`src/rtl/wdog_pkg.sv`:
```
// Package: shared defaults for the edge-cleared watchdog.
// Assumes a 125 MHz clock for the default timeout value.
package wdog_pkg;
    // 1.6 s expressed in cycles of a 125 MHz clock
    localparam int unsigned DEF_TIMEOUT_CYC = 200_000_000;
    // flops in the input synchronizer
    localparam int unsigned DEF_SYNC_STAGES = 2;
endpackage

```
`src/rtl/wdog_edge_det.sv`:
```
// Module: wdog_edge_det
// Brings an asynchronous line into the clock domain with a flop chain.
// Flags a one-cycle pulse whenever the synchronized level changes,
// in either direction.
// Assumes SYNC_STAGES >= 2 and a synchronous active-low reset.
module wdog_edge_det #(
    parameter int unsigned SYNC_STAGES = 2
) (
    input  logic clk,
    input  logic rst_n,
    input  logic din,
    output logic edge_seen
);
    logic [SYNC_STAGES-1:0] sync_q;
    logic                   prev_q;

    // synchronizer chain: stage 0 samples the raw line
    always_ff @(posedge clk) begin
        if (!rst_n) sync_q <= '0;
        else        sync_q <= {sync_q[SYNC_STAGES-2:0], din};
    end

    // previous synchronized level, used for change detection
    always_ff @(posedge clk) begin
        if (!rst_n) prev_q <= 1'b0;
        else        prev_q <= sync_q[SYNC_STAGES-1];
    end

    // any difference between current and previous level is a transition
    always_comb edge_seen = sync_q[SYNC_STAGES-1] ^ prev_q;
endmodule

```
`src/rtl/wdog_timer.sv`:
```
// Module: wdog_timer
// Counts clock cycles up to a limit and then saturates there.
// A clear request wins over counting.
// Assumes TIMEOUT_CYC >= 1.
module wdog_timer #(
    parameter int unsigned TIMEOUT_CYC = 16,
    parameter int unsigned CNT_W       = $clog2(TIMEOUT_CYC + 1)
) (
    input  logic             clk,
    input  logic             rst_n,
    input  logic             clear,
    output logic [CNT_W-1:0] cnt_q,
    output logic             expired
);
    localparam logic [CNT_W-1:0] LIMIT = CNT_W'(TIMEOUT_CYC);

    // saturating up-counter, cleared by reset or clear
    always_ff @(posedge clk) begin
        if (!rst_n || clear)     cnt_q <= '0;
        else if (cnt_q != LIMIT) cnt_q <= cnt_q + 1'b1;
    end

    // limit reached
    always_comb expired = (cnt_q == LIMIT);
endmodule

```
`src/rtl/wdog_edge_monitor.sv`:
```
// Module: wdog_edge_monitor (top)
// Watchdog whose timer is cleared by any change on wd_in.
// A timeout latches an active-low fault that holds until the next change.
// Low supply forces the fault output low with no clock delay.
// System reset or a disable holds the timer cleared and drops the latch.
// Assumes sys_rst_act and supply_ok are already synchronous to clk.
module wdog_edge_monitor #(
    parameter int unsigned TIMEOUT_CYC = wdog_pkg::DEF_TIMEOUT_CYC,
    parameter int unsigned SYNC_STAGES = wdog_pkg::DEF_SYNC_STAGES
) (
    input  logic clk,
    input  logic rst_n,
    input  logic wd_in,
    input  logic sys_rst_act,
    input  logic supply_ok,
    input  logic wd_en,
    output logic wd_fault_n
);
    localparam int unsigned CNT_W = $clog2(TIMEOUT_CYC + 1);

    logic             edge_seen;
    logic             tmr_clear;
    logic [CNT_W-1:0] cnt_q;
    logic             expired;
    logic             fault_q;

    wdog_edge_det #(.SYNC_STAGES(SYNC_STAGES)) u_edge (
        .clk       (clk),
        .rst_n     (rst_n),
        .din       (wd_in),
        .edge_seen (edge_seen)
    );

    // anything that restarts the timeout window
    always_comb tmr_clear = edge_seen | sys_rst_act | ~wd_en;

    wdog_timer #(.TIMEOUT_CYC(TIMEOUT_CYC), .CNT_W(CNT_W)) u_tmr (
        .clk     (clk),
        .rst_n   (rst_n),
        .clear   (tmr_clear),
        .cnt_q   (cnt_q),
        .expired (expired)
    );

    // fault latch: set on expiry, cleared by any restart condition
    always_ff @(posedge clk) begin
        if (!rst_n || tmr_clear) fault_q <= 1'b0;
        else if (expired)        fault_q <= 1'b1;
    end

    // output: low on latched fault or on low supply, with no delay
    always_comb wd_fault_n = supply_ok & ~fault_q;
endmodule

```
`config.mk`:
```
export PLATFORM = sky130hd
export DESIGN_NAME = wdog_edge_monitor
export DESIGN_NICKNAME = d
export VERILOG_FILES = /design/src/rtl/wdog_pkg.sv /design/src/rtl/wdog_edge_det.sv /design/src/rtl/wdog_timer.sv /design/src/rtl/wdog_edge_monitor.sv
export SDC_FILE = /design/constraint.sdc
export NUM_CORES = 1
export LEC_CHECK = 0
export BUFFER_PORTS_ARGS = -buffer_cell sky130_fd_sc_hd__buf_2
export CORE_MARGIN = 2
export CORE_UTILIZATION = 63
export CTS_BUF_LIST = sky130_fd_sc_hd__clkbuf_4
export CTS_CLUSTER_DIAMETER = 100
export DETAILED_ROUTE_END_ITERATION = 10
export GPL_TIMING_DRIVEN = 0
export PLACE_DENSITY = 0.81
export SLEW_MARGIN = 20
export SYNTH_ARGS = -nofsm -noshare
export SYNTH_HDL_FRONTEND = slang
export SYNTH_HIERARCHICAL = 1
export SYNTH_SLANG_ARGS = --single-unit
export TNS_END_PERCENT = 100
```
`constraint.sdc`:
```
create_clock -name clk -period 2.2 [get_ports clk]
set_input_delay 0.22 -clock clk [delete_from_list [all_inputs] [get_ports clk]]
set_output_delay 0.22 -clock clk [all_outputs]
set_load 0.01 [all_outputs]
```
==> Yosys cells after proc, flatten, opt, wreduce, memory -nomap -nowiden <==
Cells that the tools add are included.
Widths: inputs -> output; s select.
{ "op_classes": {"addsub": 1, "multipliers": 0, "n_div": 0, "n_lt_le_gt_ge": 0, "eq_ne": 2, "shifts": 0, "n_mux": 0, "bitwise_logic": 6, "n_reduce_logical": 2} }
{ "op_table": {"columns": ["cell", "n"], "rows": [
  ["$add 28x1->28 const B", 1],
  ["$eq 28x28->1 const B", 1],
  ["$ne 28x28->1 const B", 1],
  ["$not 1->1", 2],
  ["$or 1x1->1", 2],
  ["$and 1x1->1", 1],
  ["$logic_not 1->1", 1],
  ["$logic_or 1x1->1", 1],
  ["$xor 1x1->1", 1]
]} }
{ "totals": {"regBits": 32, "latchBits": 0, "ramBits": 0, "mem_bits_ro": 0, "inputBits": 6, "out_inout_bits": 1, "word_cells": 15, "memories": 0} }

==> Longest topological paths before layout <==
Gate-level depths: netlist of the first run.
{ "depth": {"ltp_word": 4, "depth_mapped": 7, "depth_no_buf": 7} }

==> Hierarchy <==
Netlist of the first run, hierarchy kept.
{ "modules_own_cells": {"columns": ["module", "instances", "cells_each", "area_per_inst_um2", "seq_area_each_um2"], "rows": [
  ["wdog_timer", 1, 172, 1482.7, 560.5],
  ["wdog_edge_det", 1, 7, 88.8, 60.1],
  ["wdog_edge_monitor", 1, 5, 43.8, 20.0]
]} }

==> Worst setup path after synthesis of the first run <==
OpenSTA, ideal clock, no wires.
{ "synth_path": {"path_kind": "register to register", "from": "reg u_tmr.cnt_q[2]", "to": "reg u_tmr.cnt_q[27]", "setup_ps": 72, "t_arrival_ps": 1767, "t_required_ps": 2128, "setup_slack_ps": 361, "path_stages_with_launch": 7, "n_path_buf": 2, "synth_period_minus_slack_ps": 1839, "cell_sequence": "dfxtp_1 > clkbuf_2 > nand4_4 > or4_4 > buf_6 > nor4_1 > mux2i_1"} }
{ "synth_between": {"elab_chain_cells": 1, "word_cells_on_any_way": 2, "cone_classes": "1 x add/sub; 1 x eq/ne"} }
{ "synth_lines": {"columns": ["item", "line", "text"], "rows": [
  ["start, declared", "wdog_timer.sv:12", "output logic [CNT_W-1:0] cnt_q,"],
  ["start signal, assigned", "wdog_timer.sv:20", "else if (cnt_q != LIMIT) cnt_q <= cnt_q + 1'b1;"],
  ["$add 28x1->28 / $ne 28x28->1 (equally long branches)", "wdog_timer.sv:20", null]
]} }
Parallel ways exist; a longest one is shown, timed or not.
A chain may end at the register's enable or synchronous reset.

==> Worst setup path after layout of the first run <==
{ "layout_path": {"from": "reg u_tmr.cnt_q[7]", "to": "reg u_tmr.cnt_q[27]"} }
The elaborated chain is that of the path after synthesis.

==> results of run 1 <==
placed cells by master, fill, tap and decap left out, drive strengths merged, types with 3 or more instances in the layout:
cell / Yosys / routed
a21oi: 14 / 14
and2: 5 / 5
and3: 3 / 3
and4: 4 / 4
buf: 2 / 8
clkbuf: 4 / 9
dfxtp: 32 / 32
inv: 4 / 4
nand2: 13 / 13
nand2b: 3 / 3
nand3: 9 / 9
nand4: 13 / 13
nor2: 15 / 15
nor3: 4 / 4
nor4b: 3 / 3
o21ai: 7 / 7
o31ai: 6 / 6
or3: 6 / 6
or4: 7 / 7
xnor2: 4 / 4
xor2: 8 / 8
flip-flops by register name (all words and copies together), names as in the netlist:
signal,flops
fault_q,1
u_edge/prev_q,1
u_edge/sync_q,2
u_tmr/cnt_q,28
through the flow:
step / instance area (um2) / util / worst slack (ns) / instances
final: 1760 / 0.716 / 0.121 / 228
after global routing: 1760 / 0.716 / 0.0226 / 228
after CTS: 1760 / 0.716 / 0.128 / 228
after detailed placement: 1680 / 0.686 / 0.137 / 220
after global placement: 1680 / 0.686 / 0.169 / 220
after floorplan: 1620 / - / 0.361 / 184
area by class of cell:
type                       count  area [um2]
tap                           30        37.5
sequential                    32         641
fill                         190         697
timing repair buffer           6        30.0
clock buffer                   5        37.5
buffer                         7        61.3
clock inverter                 3        37.5
multi-input combinational    141         898
inverter                       4        15.0
per-layer routing:
metal / vias to the layer above / wire, um
li1: 706 / -
met3: 14 / 155
met5: - / 0
met4: 0 / 94
met1: 675 / 1640
met2: 43 / 1640
final timing paths:
path,slack (ns),cells past startpoint,end
setup / recovery,0.12,5,u_tmr/cnt_q[27]
hold / removal,0.09,2,u_edge/sync_q[0]
setup reg to reg,0.12,5,u_tmr/cnt_q[27]
hold reg to reg,0.45,1,u_edge/sync_q[1]
logic make-up after synthesis:
kind of cell	count (synthesis)	synth area share
fa+ha+maj	2	0.0155
buf+inv	11	0.0472
simple gates	95	0.355
compound gates	30	0.108
mux	2	0.0124
xor+xnor	12	0.0651
flops	32	0.397
report_power, final:
group / total [uW] / switching (uW) / internal, uW / leakage [uW]
clock: 430 / 198 / 232 / 0.0000403
sequential: 584 / 1.91 / 582 / 0.000258
combinational: 28.1 / 15.0 / 13.1 / 0.000261
total: 1040 / 215 / 827 / 0.000560
==> summary.txt, run 1 <==
Final Skew - 0.0179 ns
Cell Area, Synth - 1620 um2
Die extent in y - 54.6 um
Largest delay share family, worst path - simple AND/OR/NAND/NOR gates
First-pass iteration count of the detailed router - 4
Critical Path End Type - register
Overall power - 1040 uW
Final Max Tran Viols - 0
R2r startpoint - u_tmr/cnt_q[7]
Htree depth - 2
GRT busiest layer - met2
CP Data Arrival Time - 2.37 ns
Dominant cell type by area after synthesis - dfxtp_1
Setup-failing EPs final - 0
Sum Neg Setup Slack - 0 ns
Max_cap viols - 0
Library cells used by synthesis - 41
CTS tree - built
DRC - 0
Post-synth top area share - 0.397
Buf/Inv on CP - 1
Overall Global Routing Usage - 0.273
Die footprint - 2980 um2
Post-synthesis cell count - 184
Post CTS Setup Buffer Count - 0
Mapped Nets - 192
Post-CTS Hold Buffers - 0
Slew @ Worst Pin - 0.569 ns
Overflow after GRT - 0
Clock Sink Count - 32
Worst Path Required - 2.49 ns
Worst setup SP type - register
Root Buffer - clkbuf_4
Synth Register Bits - 32
Pwr/cell area - 592 nW/um2
Clock-pin slew of the registers on the worst-case setup and hold paths - 0.11 ns
Maximum vdd drop - 0.602 mV
CP Cell Sequence - nand4_1, or4_4, buf_6, nor4_1, mux2i_1
Num rows - 18
GPL Wtd Cong - 0.942
Hold Crit Class - input port to register
Hold Startpoint - wd_in
Fin crit share - 0.945
Worst path slowest cell - or4_4
Routed wire length - 3530 um
DRT antenna net count - 0
Total CTS buffers - 5
HPWL after DPL - 2480 um
Layout cell share with drive strength beyond 1 - 0.136
Vias/cell - 6.31
First-pass GRT wire length - 5620 um
Synth top area cells - dfxtp_1 (40%), nand4_1 (4.6%), a21oi_1 (4.3%), xor2_1 (4.3%), nor2_1 (3.5%)
Clk Latency, worst-skew pair - 0.35 ns
Leak - 0.000560 uW
Worst setup path startpoint - u_tmr/cnt_q[7]
FMAX - 481 MHz
Vias in the first global route - 1288
Initial DRC count - 67
Hold Vio Cnt, Final - 0
RSZ-0062 raised after global routing - false
Slew headroom - 0.617
Initial antenna violation count - 0
Largest net degree at the start of global routing - 11
Routed len/inst - 15.5 um
Synth Flop Type - dfxtp_1
Post-synth ARST share - 0
Area grow syn2layout - 8.83%
Cts repair resizes - 0
Global-route met3 utilization - 0.0984
CP Class - register to register
Starting Density - 0.658
Dominant cell by count in the synthesized netlist - dfxtp_1
Sequential fraction of the synthesis area - 0.397
Max Fanout on Critical Path - 10
Synthesis Warnings - 6
Port Buffers - 6
Clock buffer depth - 2
Minimum clock period - 2.08 ns
Post-synth EDFFs - 0
Vias - 1438
Die Wd - 54.6 um
Max stage delay on crit path - 0.58 ns
Average size of a mapped cell - 8.78 um2
Status - completed
Commonest cells post-synth - dfxtp_1 (32), nor2_1 (15), a21oi_1 (14)
GRT met1 Usage - 0.319
GR Util met2 - 0.446
Min Hold Slack - 0.0942 ns
Num ports - 7
Core area - 2450 um2
Nets - 205
N_diodes - 0
No activity file was read; power rests on OpenSTA's default activity.
==> run 2, diff against run 1 <==
--- a/config.mk
+++ b/config.mk
@@ -16,6 +16,5 @@
 export SLEW_MARGIN = 20
 export SYNTH_ARGS = -nofsm -noshare
 export SYNTH_HDL_FRONTEND = slang
-export SYNTH_HIERARCHICAL = 1
 export SYNTH_SLANG_ARGS = --single-unit
 export TNS_END_PERCENT = 100
==> summary.txt, run 2 <==
Status - completed
Final Skew - 0.00789 ns
GPL Wtd Cong - 0.830
Number of flip-flops in the largest register - 28
Library cells used by synthesis - 38
Placement Cell Area - 1630 um2
Slew @ Worst Pin - 0.465 ns
Num ports - 7
Vias in the first global route - 1172
Largest net degree at the start of global routing - 12
Post-CTS Hold Buffers - 0
Routed len/inst - 14.3 um
Hold Crit Class - input port to register
Die Wd - 53.7 um
Average size of a mapped cell - 8.81 um2
Port Buffers - 6
Pwr/cell area - 619 nW/um2
Net switching power - 228 uW
Worst setup SP type - register
Critical Path End Type - register
Max_cap viols - 0
Internal power - 829 uW
Synth Register Bits - 32
Final Max Tran Viols - 0
First-pass iteration count of the detailed router - 4
Switching Fraction - 0.216
Die extent in y - 53.7 um
Post-synthesis cell count - 177
Clk Latency, worst-skew pair - 0.34 ns
Core area - 2410 um2
Sequential fraction of the synthesis area - 0.411
Top Registers - u_tmr.cnt_q x28, u_edge.sync_q x2
Mapped Nets - 185
Clock-pin slew of the registers on the worst-case setup and hold paths - 0.11 ns
Num rows - 18
Maximum vdd drop - 0.857 mV
Setup-failing EPs final - 0
Routed wire length - 3150 um
Overflow after GRT - 0
Leak - 0.000547 uW
Fin crit share - 0.910
Cts repair resizes - 0
Total CTS buffers - 5
Overall Global Routing Usage - 0.246
Post-synth top area share - 0.411
Max Fanout on Critical Path - 7
Worst Path Required - 2.48 ns
Synth top area cells - dfxtp_1 (41%), xor2_1 (6.2%), nand4_1 (4.0%), or4_1 (3.9%), nor2_1 (3.6%)
First-pass GRT wire length - 5110 um
CP Class - register to register
Initial DRC count - 41
Min Hold Slack - 0.0866 ns
CTS tree - built
Worst path slowest cell - or4_1
Clock buffer depth - 2
Vias - 1365
N_diodes - 0
Commonest cells post-synth - dfxtp_1 (32), nor2_1 (15), a21oi_1 (11), xor2_1 (11)
Starting Density - 0.647
Fillers - 182
Die footprint - 2890 um2
Commonest cells after routing, fill and taps aside - dfxtp_1 (32), nor2_1 (15), xor2_1 (11), a21oi_1 (11)
Hold Vio Cnt, Final - 0
CP Data Arrival Time - 2.28 ns
Final Cell Area - 1710 um2
DRT antenna net count - 0
Biggest register - u_tmr.cnt_q
Clock power share - 0.425
Part of the power in registers - 0.553
Layout cell share with drive strength beyond 1 - 0.110
DRC - 0
Slew headroom - 0.687
Dominant cell by count in the synthesized netlist - dfxtp_1
Logic pwr share - 0.022
Nets - 198
Post-synth EDFFs - 0
Root Buffer - clkbuf_4
Initial antenna violation count - 0
CP Cell Sequence - ha_1, and2_1, nand4_1, or4_1, nand2_1
Post-synth ARST share - 0
Sum Neg Setup Slack - 0 ns
Htree depth - 2
Synth Flop Type - dfxtp_1
Commonest non-fill, non-tap cell in the layout - dfxtp_1
RSZ-0062 raised after global routing - false
Area grow syn2layout - 9.47%
Synthesis Warnings - 0
FMAX - 500 MHz
Post CTS Setup Buffer Count - 0
Largest delay share family, worst path - simple AND/OR/NAND/NOR gates
Max stage delay on crit path - 0.49 ns
HPWL after DPL - 2270 um
Buf/Inv on CP - 0
Vias/cell - 6.18
Cell Area, Synth - 1560 um2
Dominant cell type by area after synthesis - dfxtp_1
Minimum clock period - 2.00 ns
Clock Sink Count - 32
[run 2: logic make-up after synthesis]
family          count (synthesis)  synth area share
simple gates                   90             0.348
buf+inv                        11            0.0361
compound gates                 29             0.116
xor+xnor                       13            0.0730
flops                          32             0.411
fa+ha+maj                       2            0.0160
[run 2: per-layer routing]
layer,global-route usage,wire length [um],vias to the layer above
met5,0,0,-
met4,0.0812,40,0
met3,0.0583,116,6
met2,0.396,1490,30
met1,0.322,1510,644
li1,-,-,685
[run 2: power groups by stage]
stage | logic, uW | registers [uW] | clock network, uW
floorplan | 13.7 | 597 | 0
global placement | 21.9 | 598 | 0
detailed placement | 22.9 | 598 | 0
CTS | 23.0 | 585 | 453
global route | 26.0 | 585 | 472
finish | 22.8 | 585 | 449
[run 2: path summary, 6_finish.rpt]
check	start	slack, ns	endpoint	depth (start not counted)
hold / removal	wd_in	0.09	u_edge.sync_q[0]	2
setup reg to reg	u_tmr.cnt_q[1]	0.20	u_tmr.cnt_q[18]	5
setup / recovery	u_tmr.cnt_q[1]	0.20	u_tmr.cnt_q[18]	5
hold reg to reg	u_edge.sync_q[0]	0.47	u_edge.sync_q[1]	1
[run 2: worst reg2reg max path: stages, from the launching register on]
cell,delay [ns]
dfxtp_1,0.46
ha_1,0.28
and2_1,0.31
nand4_1,0.32
or4_1,0.49
nand2_1,0.08
[run 2: per-stage QoR]
step           utilization  setup slack [ns]  instances  total power (uW)
6_report             0.708             0.199        221              1060
3_3_place_gp         0.675             0.328        213               620
4_1_cts              0.708             0.225        221              1060
5_1_grt              0.708            0.0677        221              1080
2_1_floorplan            -             0.588        177               611
3_5_place_dp         0.675             0.275        213               621
[run 2: final cells by class]
| class | count | area (um2) | area share |
|---|---|---|---|
| multi-input combinational | 134 | 862 | 0.505 |
| sequential | 32 | 641 | 0.375 |
| clock inverter | 3 | 42.5 | 0.0249 |
| clock buffer | 5 | 37.5 | 0.0220 |
| buffer | 6 | 37.5 | 0.0220 |
| tap | 30 | 37.5 | 0.0220 |
| timing repair buffer | 6 | 30.0 | 0.0176 |
| inverter | 5 | 18.8 | 0.0110 |
==> run 3, diff against run 2 <==
--- a/config.mk
+++ b/config.mk
@@ -5,14 +5,15 @@
 export SDC_FILE = /design/constraint.sdc
 export NUM_CORES = 1
 export LEC_CHECK = 0
+export ABC_AREA = 1
 export BUFFER_PORTS_ARGS = -buffer_cell sky130_fd_sc_hd__buf_2
 export CORE_MARGIN = 2
-export CORE_UTILIZATION = 63
+export CORE_UTILIZATION = 64
 export CTS_BUF_LIST = sky130_fd_sc_hd__clkbuf_4
 export CTS_CLUSTER_DIAMETER = 100
 export DETAILED_ROUTE_END_ITERATION = 10
-export GPL_TIMING_DRIVEN = 0
-export PLACE_DENSITY = 0.81
+export GPL_TIMING_DRIVEN = 1
+export PLACE_DENSITY = 0.82
 export SLEW_MARGIN = 20
 export SYNTH_ARGS = -nofsm -noshare
 export SYNTH_HDL_FRONTEND = slang
==> summary.txt, run 3 <==
Clock-pin slew of the registers on the worst-case setup and hold paths - 0.09 ns
Hold Crit Class - input port to register
Core area - 2780 um2
CP Cell Sequence - ha_1, nand3_2, inv_2, nand2_4, nor2_4, nand3_1, nand2_1, nor2_1
Largest family of logic cells by synthesized area - simple AND/OR/NAND/NOR gates
Worst Path Required - 2.42 ns
Final Max Tran Viols - 0
Hold Vio Cnt, Final - 0
Mapped Nets - 306
Cell Area, Synth - 1880 um2
Dominant cell type by area after synthesis - dfxtp_1
N_diodes - 0
Max stage delay on crit path - 0.36 ns
Post-synthesis cell count - 298
CTS tree - built
Starting Density - 0.676
RSZ-0062 raised after global routing - false
Minimum clock period - 1.43 ns
Cells after DPL - 334
WHS Path Cells - 3
Routed len/inst - 12.7 um
Post CTS Setup Buffer Count - 0
Slew @ Worst Pin - 0.361 ns
GPL Wtd Cong - 0.905
Storage cell area - 641 um2
First-pass iteration count of the detailed router - 5
Num ports - 7
FMAX - 698 MHz
Total CTS buffers - 5
Post-synth top area share - 0.341
Commonest cells post-synth - nand2_1 (79), nor2_1 (55), inv_1 (33)
Final Cell Area - 1990 um2
First-pass GRT wire length - 7010 um
Worst setup SP type - register
HPWL after DPL - 3330 um
Overall Global Routing Usage - 0.279
Root Buffer - clkbuf_4
Die footprint - 3390 um2
Final Skew - 0.0125 ns
Vias in the first global route - 1548
Post-synth ARST share - 0
Fin crit share - 0.652
Die extent in y - 58.2 um
Largest net degree at the start of global routing - 18
Clk Latency, worst-skew pair - 0.33 ns
WP depth - 8
Initial DRC count - 153
Worst path slowest cell - dfxtp_1
Top Registers - u_tmr.cnt_q x28, u_edge.sync_q x2
Sequential fraction of the synthesis area - 0.341
Dominant cell by count in the synthesized netlist - nand2_1
Library cells used by synthesis - 22
Multi-input combinational cell area - 1080 um2
Cts repair resizes - 0
Vias/cell - 5.43
Buf/Inv on CP - 1
Synth Area in Simple Gates - 0.452
Num rows - 19
Vias - 1850
Initial antenna violation count - 0
Mux cell area share after synthesis - 0
Clock Sink Count - 32
Commonest non-fill, non-tap cell in the layout - nand2_1
Max_cap viols - 0
Status - completed
Number of flip-flops in the largest register - 28
DRT antenna net count - 0
Area grow syn2layout - 5.79%
CP Class - register to register
Largest delay share family, worst path - simple AND/OR/NAND/NOR gates
Nets - 318
Sum Neg Setup Slack - 0 ns
Pwr/cell area - 462 nW/um2
Synth Flop Type - dfxtp_1
Synthesis Warnings - 0
Overflow after GRT - 0
Post-synthesis xor/xnor area fraction - 0.0140
Post-synth EDFFs - 0
Maximum vdd drop - 0.506 mV
Critical Path End Type - register
Max Fanout on Critical Path - 7
Port Buffers - 6
Fillers - 250
Synth Register Bits - 32
Post-synthesis compound-gate area fraction - 0.0971
Non-Filler Instances - 341
Average size of a mapped cell - 6.31 um2
Reg2Reg Depth - 8
Htree depth - 2
Slew headroom - 0.759
Setup-failing EPs final - 0
Biggest register - u_tmr.cnt_q
Post-Synth Adder-Cell Area - 0.0133
Placement Cell Area - 1940 um2
DRC - 0
Post-CTS Hold Buffers - 0
Die Wd - 58.2 um
Layout cell share with drive strength beyond 1 - 0.139
Routed wire length - 4320 um
CP Data Arrival Time - 1.66 ns
Synth top area cells - dfxtp_1 (34%), nand2_1 (16%), nor2_1 (11%), inv_1 (6.6%), a21oi_1 (5.3%)
Clock buffer depth - 2
Commonest cells after routing, fill and taps aside - nand2_1 (79), nor2_1 (55), inv_1 (33)
Leak - 0.000699 uW
## run 3: changes by cell type after synthesis, sizes merged, moves of 6 or more
cell | previous run | this run
nor4 | 6 | 0
nor2 | 15 | 69
inv | 5 | 38
o31ai | 6 | 0
a21oi | 11 | 22
o21ai | 4 | 13
and3 | 6 | 0
nand2 | 10 | 86
or4 | 8 | 0
nand3 | 12 | 21
xor2 | 11 | 3
## run 3: final cells by class
cell class / count / share of cell area
clock buffers: 5 / 0.0189
inverters: 38 / 0.0717
well taps: 31 / 0.0195
clock inverters: 2 / 0.00377
multi-input cells: 226 / 0.545
flip-flops and latches: 32 / 0.322
repair buffers: 7 / 0.0189
## run 3: worst register-to-register path, delay by kind of cell (launching register included)
family / cells / cell delay, ns
adders and majority gates: 1 / 0.21
and+or+nand+nor: 6 / 0.59
buffers and inverters: 1 / 0.16
DFF: 1 / 0.36
## run 3: metal layers
layer	global-route usage	up-vias	wire length [um]
met3	0.0580	13	290
met5	0	-	0
met1	0.389	816	2070
met4	0.103	0	118
met2	0.424	57	1840
li1	-	964	-
## run 3: cell families after synthesis
logic type,Yosys count
AO/OA/AOI/OAI,35
flip-flops,32
AND/OR/NAND/NOR,186
adder cells (fa/ha/maj),2
XOR/XNOR,3
buffers and inverters,40
## run 3: final timing paths
path	from	end	slack (ns)
worst min-delay path	wd_in	u_edge.sync_q[0]	0.08
worst max-delay path	u_tmr.cnt_q[0]	u_tmr.cnt_q[22]	0.77
worst min register to register	u_edge.sync_q[0]	u_edge.sync_q[1]	0.43
worst max register to register	u_tmr.cnt_q[0]	u_tmr.cnt_q[22]	0.77
## run 3: metrics by stage
stage,worst slack (ns),hold WS [ns],util,power (uW)
3_5_place_dp,0.789,0.409,0.699,624
4_1_cts,0.778,0.0682,0.715,918
3_3_place_gp,0.842,0.396,0.699,623
5_1_grt,0.632,0.0704,0.715,952
6_report,0.767,0.0774,0.715,920
2_1_floorplan,0.944,0.313,-,614
## run 3: where the power goes
group	switching, uW	total (uW)	internal [uW]	leakage (uW)
Clock	198	309	111	0.0000261
Sequential	1.55	584	582	0.000258
Combinational	16.4	26.9	10.5	0.000415
Total	216	920	704	0.000699
